===== src/rtl/mw_pkg.sv =====
package mw_pkg;
  localparam int NLINES = 2;
  localparam int LN_CTS = 0;
  localparam int LN_DCD = 1;
  localparam int ST_SYNC = 7;
  localparam int ST_DDCD = 5;
  localparam int ST_DCTS = 4;
  localparam int ST_LDCD = 1;
  localparam int ST_LCTS = 0;
endpackage


===== src/rtl/mw_sync2.sv =====
module mw_sync2 #(
  parameter int WIDTH = 2
) (
  input  logic             clk,
  input  logic [WIDTH-1:0] d_i,
  output logic [WIDTH-1:0] q_o
);
  logic [WIDTH-1:0] s1, s2;
  always_ff @(posedge clk) begin
    s1 <= d_i;
    s2 <= s1;
  end
  assign q_o = s2;
endmodule


===== src/rtl/mw_glitch_filter.sv =====
module mw_glitch_filter #(
  parameter int LONG_TICKS = 16
) (
  input  logic clk,
  input  logic rst,
  input  logic tick_i,
  input  logic long_i,
  input  logic lvl_i,
  output logic chg_o,
  output logic acc_o
);
  localparam int CW = $clog2(LONG_TICKS + 1);
  localparam logic [CW-1:0] LIM_L = CW'(LONG_TICKS - 1);
  localparam logic [CW-1:0] LIM_S = '0;

  logic          acc;
  logic [CW-1:0] cnt;
  logic [CW-1:0] lim;
  logic          differs;

  assign lim     = long_i ? LIM_L : LIM_S;
  assign differs = (lvl_i != acc);
  assign chg_o   = differs && tick_i && (cnt == lim);
  assign acc_o   = acc;

  always_ff @(posedge clk) begin
    if (rst) begin
      acc <= lvl_i;
      cnt <= '0;
    end else if (!differs) begin
      cnt <= '0;
    end else if (tick_i) begin
      if (cnt == lim) begin
        acc <= lvl_i;
        cnt <= '0;
      end else begin
        cnt <= cnt + 1'b1;
      end
    end
  end
endmodule


===== src/rtl/modem_watch.sv =====
module modem_watch #(
  parameter int TICKS_PER_BIT = 16
) (
  input  logic       clk,
  input  logic       rst,
  input  logic       tick_i,
  input  logic       filt_long_i,
  input  logic       codec_mode_i,
  input  logic       sync_flag_i,
  input  logic       dcd_async_i,
  input  logic       cts_async_i,
  input  logic       rd_stat_i,
  output logic [7:0] stat_o,
  input  logic       wr_ctl_i,
  input  logic [7:0] wr_data_i,
  output logic       irq_o
);
  import mw_pkg::*;

  logic [NLINES-1:0] raw, lvl, chg, acc;
  logic [NLINES-1:0] delta_q, en_q;
  logic              sync_q, irq_q;

  assign raw[LN_CTS] = cts_async_i;
  assign raw[LN_DCD] = dcd_async_i;

  mw_sync2 #(.WIDTH(NLINES)) u_sync (
    .clk (clk),
    .d_i (raw),
    .q_o (lvl)
  );

  for (genvar g = 0; g < NLINES; g++) begin : g_line
    mw_glitch_filter #(.LONG_TICKS(TICKS_PER_BIT)) u_filt (
      .clk    (clk),
      .rst    (rst),
      .tick_i (tick_i),
      .long_i (filt_long_i),
      .lvl_i  (lvl[g]),
      .chg_o  (chg[g]),
      .acc_o  (acc[g])
    );

    always_ff @(posedge clk) begin
      if (rst) delta_q[g] <= 1'b0;
      else     delta_q[g] <= (delta_q[g] & ~rd_stat_i) | chg[g];
    end
  end

  always_ff @(posedge clk) begin
    if (rst) begin
      en_q   <= '0;
      sync_q <= 1'b0;
      irq_q  <= 1'b0;
    end else begin
      if (wr_ctl_i) en_q <= wr_data_i[NLINES-1:0];
      sync_q <= codec_mode_i & sync_flag_i;
      irq_q  <= |(delta_q & en_q);
    end
  end

  always_comb begin
    stat_o          = '0;
    stat_o[ST_SYNC] = sync_q;
    stat_o[ST_DDCD] = delta_q[LN_DCD];
    stat_o[ST_DCTS] = delta_q[LN_CTS];
    stat_o[ST_LDCD] = lvl[LN_DCD];
    stat_o[ST_LCTS] = lvl[LN_CTS];
  end

  assign irq_o = irq_q;
endmodule


===== config.mk =====
export PLATFORM = sky130hd
export DESIGN_NAME = modem_watch
export DESIGN_NICKNAME = d
export VERILOG_FILES = /design/src/rtl/mw_pkg.sv /design/src/rtl/mw_sync2.sv /design/src/rtl/mw_glitch_filter.sv /design/src/rtl/modem_watch.sv
export SDC_FILE = /design/constraint.sdc
export NUM_CORES = 1
export LEC_CHECK = 0
export BUFFER_PORTS_ARGS = -buffer_cell sky130_fd_sc_hd__clkbuf_2
export CELL_PAD_IN_SITES_DETAIL_PLACEMENT = 1
export CELL_PAD_IN_SITES_GLOBAL_PLACEMENT = 1
export CORE_MARGIN = 5
export CORE_UTILIZATION = 34
export DETAILED_ROUTE_END_ITERATION = 6
export GPL_TIMING_DRIVEN = 0
export HOLD_SLACK_MARGIN = 0.02
export PLACE_DENSITY = 0.75
export SETUP_SLACK_MARGIN = 0.3
export SKIP_CTS_REPAIR_TIMING = 1
export SYNTH_ARGS = -nofsm -noshare
export SYNTH_HDL_FRONTEND = slang
export SYNTH_HIERARCHICAL = 1
export SYNTH_SLANG_ARGS = --single-unit

===== constraint.sdc =====
create_clock -name clk -period 1.5 [get_ports clk]
set_clock_uncertainty 0.15 [all_clocks]
set_input_delay 0.225 -clock clk [delete_from_list [all_inputs] [get_ports clk]]
set_output_delay 0.225 -clock clk [all_outputs]
set_load 0.01 [all_outputs]

# Yosys cells after proc, flatten, opt, wreduce, memory -nomap -nowiden
# Cells that the tools add are included.
[totals]
ff_bits = 22
inputBits = 18
out_inout_bits = 9
wordCells = 51
[op_classes]
bitwise_logic = 9
n_eq_ne = 4
n_reduce_logical = 14
mux = 11
addsub = 2
[ops]
columns = ["operator", "n"]
rows = [
  ["5-bit by 1-bit adder with 5-bit output (second input constant)", 2],
  ["5-bit equality test", 2],
  ["5-bit 2-to-1 mux", 2],
  ["2-bit nonzero test", 5],
  ["1-bit 2-to-1 mux", 8],
  ["3-bit AND reduction", 2],
  ["2-bit OR reduction", 3],
  ["1-bit logical AND", 4],
  ["4-bit 2-to-1 mux", 1],
  ["1-bit bitwise AND", 3],
  ["1-bit inverter", 3],
  ["2-bit bitwise AND", 1],
  ["1-bit != test", 2],
  ["1-bit OR", 2],
]

# Longest topological paths before layout
# Gate-level depths: netlist of the first run.
[logic_depth]
ltp_word = 6
mapped_depth = 5
depth_no_buf = 5

# By module
# The synthesis of the first run kept the hierarchy.
[modules_own_cells]
columns = ["module", "area_per_inst_um2", "instances", "cells_each", "seq_area_each_um2"]
rows = [
  ["mw_glitch_filter", 330.3, 2, 33, 130.1],
  ["modem_watch", 230.2, 1, 25, 120.1],
  ["mw_sync2", 80.1, 1, 4, 80.1],
]

# Least setup slack after synthesis of the first run
# Ideal clock, no wire load.
[synth_path]
path_kind = "register -> register"
from = "register g_line[0].u_filt.cnt[1]"
to = "register g_line[0].u_filt.acc (enable)"
n_path_buf = 0
slack_ns = -0.060
t_required_ns = 1.059
t_arrival_ns = 1.119
period_less_slack_ns = 1.560
path_stages_with_launch = 5
setup_ns = 0.291
cell_sequence = "dfxtp_1 or3_4 o32ai_2 and3_1 or2_1"
[synth_via]
elab_chain_cells = 3
[synth_rtl]
columns = ["item", "line", "text"]
rows = [
  ["start: declaration", "mw_glitch_filter.sv:17", "logic [CW-1:0] cnt;"],
  ["start signal: assignment", "mw_glitch_filter.sv:37", "cnt <= cnt + 1'b1;"],
  ["5-bit equality test", "mw_glitch_filter.sv:33", "if (cnt == lim) begin"],
  ["2-bit nonzero test (no line)", "n/a", ""],
  ["3-bit AND reduction (no line)", "n/a", ""],
  ["end signal: assignment", "mw_glitch_filter.sv:28", "acc <= lvl_i;"],
  ["end signal: assignment", "mw_glitch_filter.sv:34", "acc <= lvl_i;"],
  ["end: declaration", "mw_glitch_filter.sv:16", "logic acc;"],
]
# Every way passes these cells.
# A chain may end at the register's enable or synchronous reset.

# Worst setup path in the final report of the first run
[layout_path]
from = "register g_line[0].u_filt.cnt[4]"
to = "register g_line[0].u_filt.acc (enable)"
# Same word-level chain as after synthesis.

==> flow_summary.json, run 1 <==
{
  "switching_share": 0.216,
  "die_h_um": 63.4,
  "htree_levels": 1,
  "critPathRequiredTime_ns": 1.40,
  "die_x_um": 63.4,
  "arrival_ns": 1.56,
  "synth_common_cells": "dfxtp_1 (20), nor2_1 (8), nand2b_1 (6), xor2_1 (6)",
  "clock-sinks": 22,
  "seqCellArea_um2": 492,
  "final-hold-violation-count": 0,
  "core_area_um2": 2760,
  "maxCapViolations": 0,
  "grt_max_degree": 14,
  "grt_use_total": 0.105,
  "grt_first_pass_wirelength_um": 3430,
  "insertion_delay_ns": 0.31,
  "worstSetupStartpointType": "flip-flop",
  "yosys.area.top_type_share": 0.412,
  "dr.pass1.iters": 3,
  "fin_crit_sh": 1.11,
  "p_sw_w": 0.000265,
  "setup_tns_ns": -0.450,
  "die_area_um2": 4020,
  "rsz0062_at_grt": "true",
  "drtAntennaViolNets": 0,
  "antenna_found_initial": 0,
  "drc": 0,
  "initial_core_util": 0.352,
  "grt_most_used_layer": "met2",
  "cellPowerDensity_nw_per_um2": 860,
  "cts_tree": "built",
  "routabilityCongestion": 0.740,
  "combPwrFrac": 0.126,
  "path_clk_slew_ns": 0.13,
  "synthCells": 95,
  "portBuffers": 16,
  "viasPerCell": 5.01,
  "post_drt_wl_per_cell_um": 14.8,
  "cts_buffers": 3,
  "rows": 19,
  "gr-usage-met1": 0.114,
  "async_flop_share": 0,
  "end_kind": "flip-flop",
  "leakagePower_nw": 0.570,
  "first_iter_violations": 18,
  "total_power_w": 0.00123,
  "dp_hpwl_um": 1570,
  "synth_area_leader_cell": "dfxtp_1",
  "synth_most_common_cell": "dfxtp_1",
  "final_layout_size_suffix_gt1_frac": 0.470,
  "irDropWorstVdd_mv": 0.443,
  "violations": "negative setup slack",
  "fmax_mhz": 603,
  "multiInputGateArea_um2": 546,
  "p_seq_frac": 0.506,
  "synth_cell_type_count": 27,
  "ys.flop_type": "dfxtp_1",
  "clkPwrFrac": 0.368,
  "grt_pass1_vias": 792,
  "root_buffer": "clkbuf_4",
  "use_met3": 0.0320,
  "worstSetupPathType": "flip-flop to flip-flop",
  "setup_viol": 4,
  "hold_class": "input port to flip-flop",
  "syn-cell-area_um2": 971,
  "area_growth_pct": 47.3,
  "worst-path-max-fanout": 3,
  "diodes": 0,
  "status": "finished, violations left",
  "final.setup.worst_slack_ns": -0.159,
  "syn_avg_cell_area_um2": 10.2,
  "wl_um": 2440,
  "yosys_warnings": 6,
  "io_pins": 27,
  "cell_internal_pwr_w": 0.000965,
  "fin_nets": 155,
  "ctsLongestPathBuffers": 2,
  "post-route-min-period_ns": 1.66,
  "slew_violations": 0,
  "yosysSeqAreaShare": 0.474,
  "met2_usage": 0.188,
  "synth_edf_count": 2,
  "grt_overflow": 0,
  "via_count": 827,
  "fillers": 313,
  "netlist_top_cells_area": "dfxtp_1 (41%), edfxtp_1 (6.2%), xor2_1 (5.4%), mux2i_1 (4.1%), nand2b_1 (3.9%)",
  "synth-seq-cells": 22
}
## metrics by stage
stage	setup WS [ns]	util	instance area [um2]	std cells	hold slack, ns
2_1_floorplan	-0.0336	-	991	97	0.103
6_report	-0.159	0.519	1430	165	0.0408
3_3_place_gp	-0.138	0.402	1110	144	0.162
4_1_cts	-0.222	0.422	1160	148	-0.148
3_5_place_dp	-0.213	0.402	1110	144	0.163
5_1_grt	-0.199	0.519	1430	165	0.0256
## power groups by stage
stage,Clock [W],Sequential [W],Combinational (W)
after floorplan,0,0.000640,0.0000715
after CTS,0.000466,0.000628,0.000113
after global placement,0,0.000639,0.000107
final,0.000453,0.000622,0.000156
after detailed placement,0,0.000641,0.000112
after global routing,0.000496,0.000626,0.000169
## cells by family after synthesis
group,count (synthesis),share of synthesized area
and+or+nand+nor,41,0.254
DFF,22,0.474
buffers and inverters,8,0.0490
muxes,4,0.0412
xor gates and xnor gates,6,0.0541
adders and majority gates,2,0.0258
AOI/OAI and AO/OA,11,0.0979
other,1,0.00386
## area by class of cell
class	instances	share of cell area
Inverter	2	0.00525
Sequential cell	22	0.344
Tap cell	31	0.0271
Clock inverter	1	0.0210
Timing Repair Buffer	33	0.178
Clock buffer	3	0.0157
Multi-Input combinational cell	67	0.381
Buffer	6	0.0280
## worst paths after layout
path,slack [ns],from,cells after the start,to
max,-0.16,g_line[0].u_filt/cnt[4]$_SDFFE_PP0P_,4,g_line[0].u_filt/acc_o$_DFFE_PP_
min,0.04,rd_stat_i,3,stat_o[4]$_SDFF_PP0_
max reg2reg,-0.16,g_line[0].u_filt/cnt[4]$_SDFFE_PP0P_,4,g_line[0].u_filt/acc_o$_DFFE_PP_
min reg2reg,0.19,u_sync/s1[0]$_DFF_P_,0,u_sync/q_o[0]$_DFF_P_
## critical path, cell delays in order, from the launching register on
cell,delay (ns)
dfxtp_4,0.38
or3_4,0.38
o32ai_4,0.16
and3_4,0.23
or2_1,0.10
## layer usage
metal,part of all wire,up-vias
li1,-,410
met3,0.026,2
met2,0.56,7
met5,0,-
met1,0.41,408
met4,0.0094,0
## cells in the final DEF, fill, tap and decap left out, types with 4 or more instances in the layout
master / instances
mux2i_1: 4
dlygate4sd3_1: 6
nand4_1: 4
or3_4: 4
clkbuf_2: 11
dfxtp_4: 6
dfxtp_1: 7
nand2b_1: 6
buf_4: 15
nand3b_1: 4
xor2_1: 5
nor2_1: 8
buf_6: 5
dfxtp_2: 7
## sequential cells by signal, indices dropped and copies added (netlist names)
register,count
g_line.u_filt/acc_o,2
sync_q,1
g_line.u_filt/cnt,10
irq_o,1
en_q,2
u_sync/q_o,2
stat_o,2
u_sync/s1,2
Note: power is estimated with default switching activity, not from simulation.
==> run 2, diff against run 1 <==
CORE_UTILIZATION = 30   (was 34)
PLACE_DENSITY = 0.67   (was 0.75)
==> run 2 against run 1 <==
  * The flow still finishes with violations (negative setup slack)
  * Core utilization decreased by 6.2 points
  * Non-clock buffer count unchanged
  * Flip-flop and latch count unchanged
  * Combinational power decreased by 5%
  * Worst hold slack got worse by 0.028 ns
  * Sequential power about the same
  * Register-to-register slack improved by 0.02 ns
  * Global-route usage decreased by 0.79 points
  * Total power decreased by 11%
  * Design area decreased by 1.7%
  * Wire length increased by 1.1%
  * Critical path type unchanged
  * Largest power group unchanged
==> flow_summary.json, run 2 (synthesis gave the netlist of run 1 again) <==
{
  "cts_tree": "built",
  "core_area_um2": 3080,
  "cts_buffers": 3,
  "wl_um": 2470,
  "post_drt_wl_per_cell_um": 13.9,
  "dp_hpwl_um": 1580,
  "worstSetupPathType": "flip-flop to flip-flop",
  "whs_ns": 0.0129,
  "die_area_um2": 4470,
  "worst-path-max-fanout": 3,
  "critPathRequiredTime_ns": 1.39,
  "diodes": 0,
  "die_x_um": 66.9,
  "routabilityCongestion": 0.716,
  "initial_core_util": 0.315,
  "clock-sinks": 22,
  "hold_class": "input port to flip-flop",
  "drc": 0,
  "path_cells": "or3_4 -> o32ai_4 -> and3_1 -> or2_1",
  "largest_reg_flops": 10,
  "fmax_mhz": 610,
  "irDropWorstVdd_mv": 0.514,
  "critPathSlowestCell": "or3_4",
  "worstSetupStartpointType": "flip-flop",
  "maxCapViolations": 0,
  "postLayoutCoreUtil": 0.457,
  "grt_first_pass_wirelength_um": 3280,
  "final-hold-violation-count": 0,
  "cpPeakStageDelay_ns": 0.39,
  "fin_nets": 155,
  "root_buffer": "clkbuf_4",
  "post-route-min-period_ns": 1.64,
  "arrival_ns": 1.53,
  "fin_crit_sh": 1.09,
  "via_count": 832,
  "ctsLongestPathBuffers": 2,
  "portBuffers": 16,
  "grt_max_degree": 13,
  "rows": 20,
  "leakagePower_nw": 0.559,
  "grt_pass1_vias": 741,
  "htree_levels": 1,
  "end_kind": "flip-flop",
  "die_h_um": 66.9,
  "antenna_found_initial": 0,
  "slew_violations": 0,
  "violations": "negative setup slack",
  "cellPowerDensity_nw_per_um2": 779,
  "status": "finished, violations left",
  "dr.pass1.iters": 4,
  "final_layout_size_suffix_gt1_frac": 0.448,
  "viasPerCell": 4.67,
  "path_clk_slew_ns": 0.12,
  "final_cell_mix": "buf_4 (14), clkbuf_2 (11), nor2_1 (8)",
  "setup_viol": 4,
  "area_growth_pct": 44.7,
  "io_pins": 27,
  "layout_commonest_cell": "buf_4",
  "first_iter_violations": 25,
  "layout.cells.non_filler": 178,
  "regMostFlops": "g_line.u_filt/cnt",
  "final.setup.worst_slack_ns": -0.140,
  "total_power_w": 0.00109,
  "insertion_delay_ns": 0.30,
  "grt_overflow": 0,
  "grt_use_total": 0.0969,
  "rsz0062_at_grt": "true",
  "drtAntennaViolNets": 0,
  "dp.cells": 157
}
run 2: through the flow:
stage                     setup TNS, ns  setup WS (ns)  instance area (um2)
after detailed placement         -0.318         -0.167                 1130
after floorplan                 -0.0672        -0.0336                  991
after global routing             -0.512         -0.157                 1410
after global placement           -0.280         -0.142                 1130
after CTS                        -0.307         -0.154                 1160
final                            -0.356         -0.140                 1410
run 2: cell type report:
type	instances	area, um2
timing repair buffer	33	256
fill	367	1670
clock buffer	4	36.3
buffer	6	40.0
inverter	2	7.51
tap	44	55.1
multi-input combinational	67	518
sequential	22	492
run 2: critical path, delay by kind of cell, from the launching register on:
family / cells / cell delay (ns)
simple gates: 3 / 0.71
flops: 1 / 0.37
compound gates: 1 / 0.15
run 2: report_power, final:
| group | switching (W) | internal (W) | total [W] |
|---|---|---|---|
| logic | 0.0000645 | 0.0000837 | 0.000148 |
| registers | 0.0000153 | 0.000606 | 0.000621 |
| clock network | 0.000177 | 0.000148 | 0.000325 |
| total | 0.000257 | 0.000838 | 0.00109 |
run 2: per-layer routing:
| layer | track usage | share of wire | up-vias |
|---|---|---|---|
| li1 | - | - | 412 |
| met1 | 0.108 | 0.38 | 406 |
| met2 | 0.170 | 0.57 | 12 |
| met3 | 0.0354 | 0.042 | 2 |
| met4 | 0.0304 | 0.0093 | 0 |
| met5 | 0 | 0 | - |
run 2: final timing paths:
kind | slack, ns | start | to | cells past startpoint
max | -0.14 | g_line[1].u_filt/cnt[4]$_SDFFE_PP0P_ | g_line[1].u_filt/acc_o$_DFFE_PP_ | 4
min | 0.01 | wr_data_i[0] | en_q[0]$_SDFFE_PP0P_ | 3
max reg2reg | -0.14 | g_line[1].u_filt/cnt[4]$_SDFFE_PP0P_ | g_line[1].u_filt/acc_o$_DFFE_PP_ | 4
min reg2reg | 0.19 | u_sync/s1[0]$_DFF_P_ | u_sync/q_o[0]$_DFF_P_ | 0
==> run 3, diff against run 2 <==
CAP_MARGIN = 15   (was unset)
CORE_MARGIN = 3   (was 5)
==> run 3 against run 2 <==
  * The run still ends with negative setup slack left
  * Clock-buffer cell count fell by 1
  * Total power up 12%
  * Sequential power rose by 0.8%
  * Die area fell by 12%
  * Design area rose by 0.36%
  * Critical path depth unchanged
  * First-iteration DRC count up 40%
  * Wire length decreased by 6.2%
  * Clock power is 39% higher
  * Worst setup slack worse by 0.0093 ns
  * Register-to-register slack about the same
  * Non-clock buffer count decreased by 5
  * Critical endpoint unchanged
  * Largest cell class unchanged
==> flow_summary.json, run 3 (synthesis gave the netlist of run 1 again) <==
{
  "status": "finished, violations left",
  "violations": "negative setup slack",
  "grt_overflow": 0,
  "cts_buffers": 3,
  "final-hold-violation-count": 0,
  "critPathSlowestCell": "or3_4",
  "ctsLongestPathBuffers": 2,
  "regMostFlops": "g_line.u_filt/cnt",
  "arrival_ns": 1.55,
  "final_layout_size_suffix_gt1_frac": 0.473,
  "cts_tree": "built",
  "routabilityCongestion": 0.778,
  "holdCritStartpoint": "wr_data_i[0]",
  "worst-path-max-fanout": 4,
  "post_drt_wl_per_cell_um": 13.4,
  "path_clk_slew_ns": 0.13,
  "fmax_mhz": 606,
  "fin_area_um2": 1410,
  "cpPeakStageDelay_ns": 0.41,
  "worstSetupStartpointType": "flip-flop",
  "die_x_um": 62.9,
  "largest_reg_flops": 10,
  "fillers": 356,
  "wl_um": 2310,
  "area_growth_pct": 45.2,
  "diodes": 0,
  "first_iter_violations": 35,
  "fin_nets": 150,
  "insertion_delay_ns": 0.31,
  "placed_cell_area_um2": 1130,
  "regToRegSetupSlack_ns": -0.15,
  "rr_worst_depth": 4,
  "grt_first_pass_wirelength_um": 3540,
  "htree_levels": 1,
  "antenna_found_initial": 0,
  "viasPerCell": 4.64,
  "die_h_um": 62.9,
  "fin_crit_sh": 1.10,
  "worst-path-buf-inv": 0,
  "final.setup.worst_slack_ns": -0.150,
  "rows": 20,
  "worstHoldPathCells": 3,
  "layout_commonest_cell": "clkbuf_2",
  "grt_pass1_vias": 802,
  "core_area_um2": 3080,
  "maxCapViolations": 0,
  "r2r_start": "g_line[1].u_filt/cnt[1]$_SDFFE_PP0P_",
  "worstSetupPathType": "flip-flop to flip-flop",
  "path_delay_family": "simple AND/OR/NAND/NOR gates",
  "grt_max_degree": 14,
  "cellPowerDensity_nw_per_um2": 869,
  "end_kind": "flip-flop",
  "critPathRequiredTime_ns": 1.40,
  "slew_violations": 0,
  "final_cell_mix": "clkbuf_2 (11), dfxtp_2 (10), buf_4 (9)",
  "path_cells": "or3_4 -> o32ai_4 -> and3_4 -> or2_1",
  "io_pins": 27,
  "rsz0062_at_grt": "true",
  "clock-sinks": 22,
  "irDropWorstVdd_mv": 0.579,
  "portBuffers": 16,
  "initial_core_util": 0.315,
  "dp_hpwl_um": 1600,
  "min_to": "en_q[0]$_SDFFE_PP0P_",
  "die_area_um2": 3960,
  "post-route-min-period_ns": 1.65,
  "root_buffer": "clkbuf_4",
  "drtAntennaViolNets": 0,
  "grt_use_total": 0.111,
  "leakagePower_nw": 0.548,
  "setup_viol": 4,
  "dr.pass1.iters": 4,
  "r2r_end": "g_line[1].u_filt/acc_o$_DFFE_PP_",
  "hold_class": "input port to flip-flop",
  "drc": 0,
  "via_count": 803,
  "setup_tns_ns": -0.481
}
run 3: layout make-up:
| type | instances | area, um2 | area share |
|---|---|---|---|
| Inverter | 2 | 7.51 | 0.00532 |
| Clock inverter | 1 | 30.0 | 0.0213 |
| Clock buffer | 3 | 22.5 | 0.0160 |
| Buffer | 6 | 43.8 | 0.0311 |
| Sequential cell | 22 | 492 | 0.349 |
| Tap cell | 44 | 55.1 | 0.0390 |
| Timing Repair Buffer | 28 | 218 | 0.154 |
| Multi-Input combinational cell | 67 | 542 | 0.384 |
run 3: how the worst max path moves through the flow:
stage,cells after the start,to,start,slack (ns)
after detailed placement,5,g_line[0].u_filt/acc_o$_DFFE_PP_,filt_long_i,-0.17
after floorplan,4,g_line[0].u_filt/acc_o$_DFFE_PP_,g_line[0].u_filt/cnt[4]$_SDFFE_PP0P_,-0.03
after CTS,4,g_line[0].u_filt/acc_o$_DFFE_PP_,g_line[0].u_filt/cnt[1]$_SDFFE_PP0P_,-0.16
after global placement,5,g_line[0].u_filt/acc_o$_DFFE_PP_,filt_long_i,-0.15
final,4,g_line[1].u_filt/acc_o$_DFFE_PP_,g_line[1].u_filt/cnt[1]$_SDFFE_PP0P_,-0.15
after global routing,4,g_line[0].u_filt/acc_o$_DFFE_PP_,g_line[0].u_filt/cnt[4]$_SDFFE_PP0P_,-0.20
run 3: routing by layer:
metal,share of wire,up-vias,wire length (um),GRT usage
met4,0.0065,0,15,0.0248
met2,0.56,9,1300,0.204
li1,-,398,-,-
met5,0,-,0,0
met1,0.40,394,918,0.123
met3,0.033,2,77,0.0360
run 3: where the power goes:
| group | leakage [nW] | switching, W | internal (W) | total (W) |
|---|---|---|---|---|
| clock network | 0.0279 | 0.000181 | 0.000270 | 0.000451 |
| registers | 0.191 | 0.0000175 | 0.000608 | 0.000626 |
| logic | 0.329 | 0.0000639 | 0.0000848 | 0.000149 |
| total | 0.548 | 0.000262 | 0.000963 | 0.00123 |
run 3: worst min-delay path, stage by stage:
cell      delay [ns]
clkbuf_2        0.08
mux2i_1         0.07
nor2_1          0.08
run 3: metrics by stage:
stage	hold slack (ns)	utilization	instances	setup slack, ns	power, W
after floorplan	0.103	-	97	-0.0336	0.000712
after global placement	0.163	0.366	157	-0.151	0.000748
after detailed placement	0.163	0.366	157	-0.174	0.000754
after CTS	-0.148	0.383	161	-0.161	0.00121
after global routing	0.0205	0.458	173	-0.199	0.00130
final	0.0344	0.458	173	-0.150	0.00123
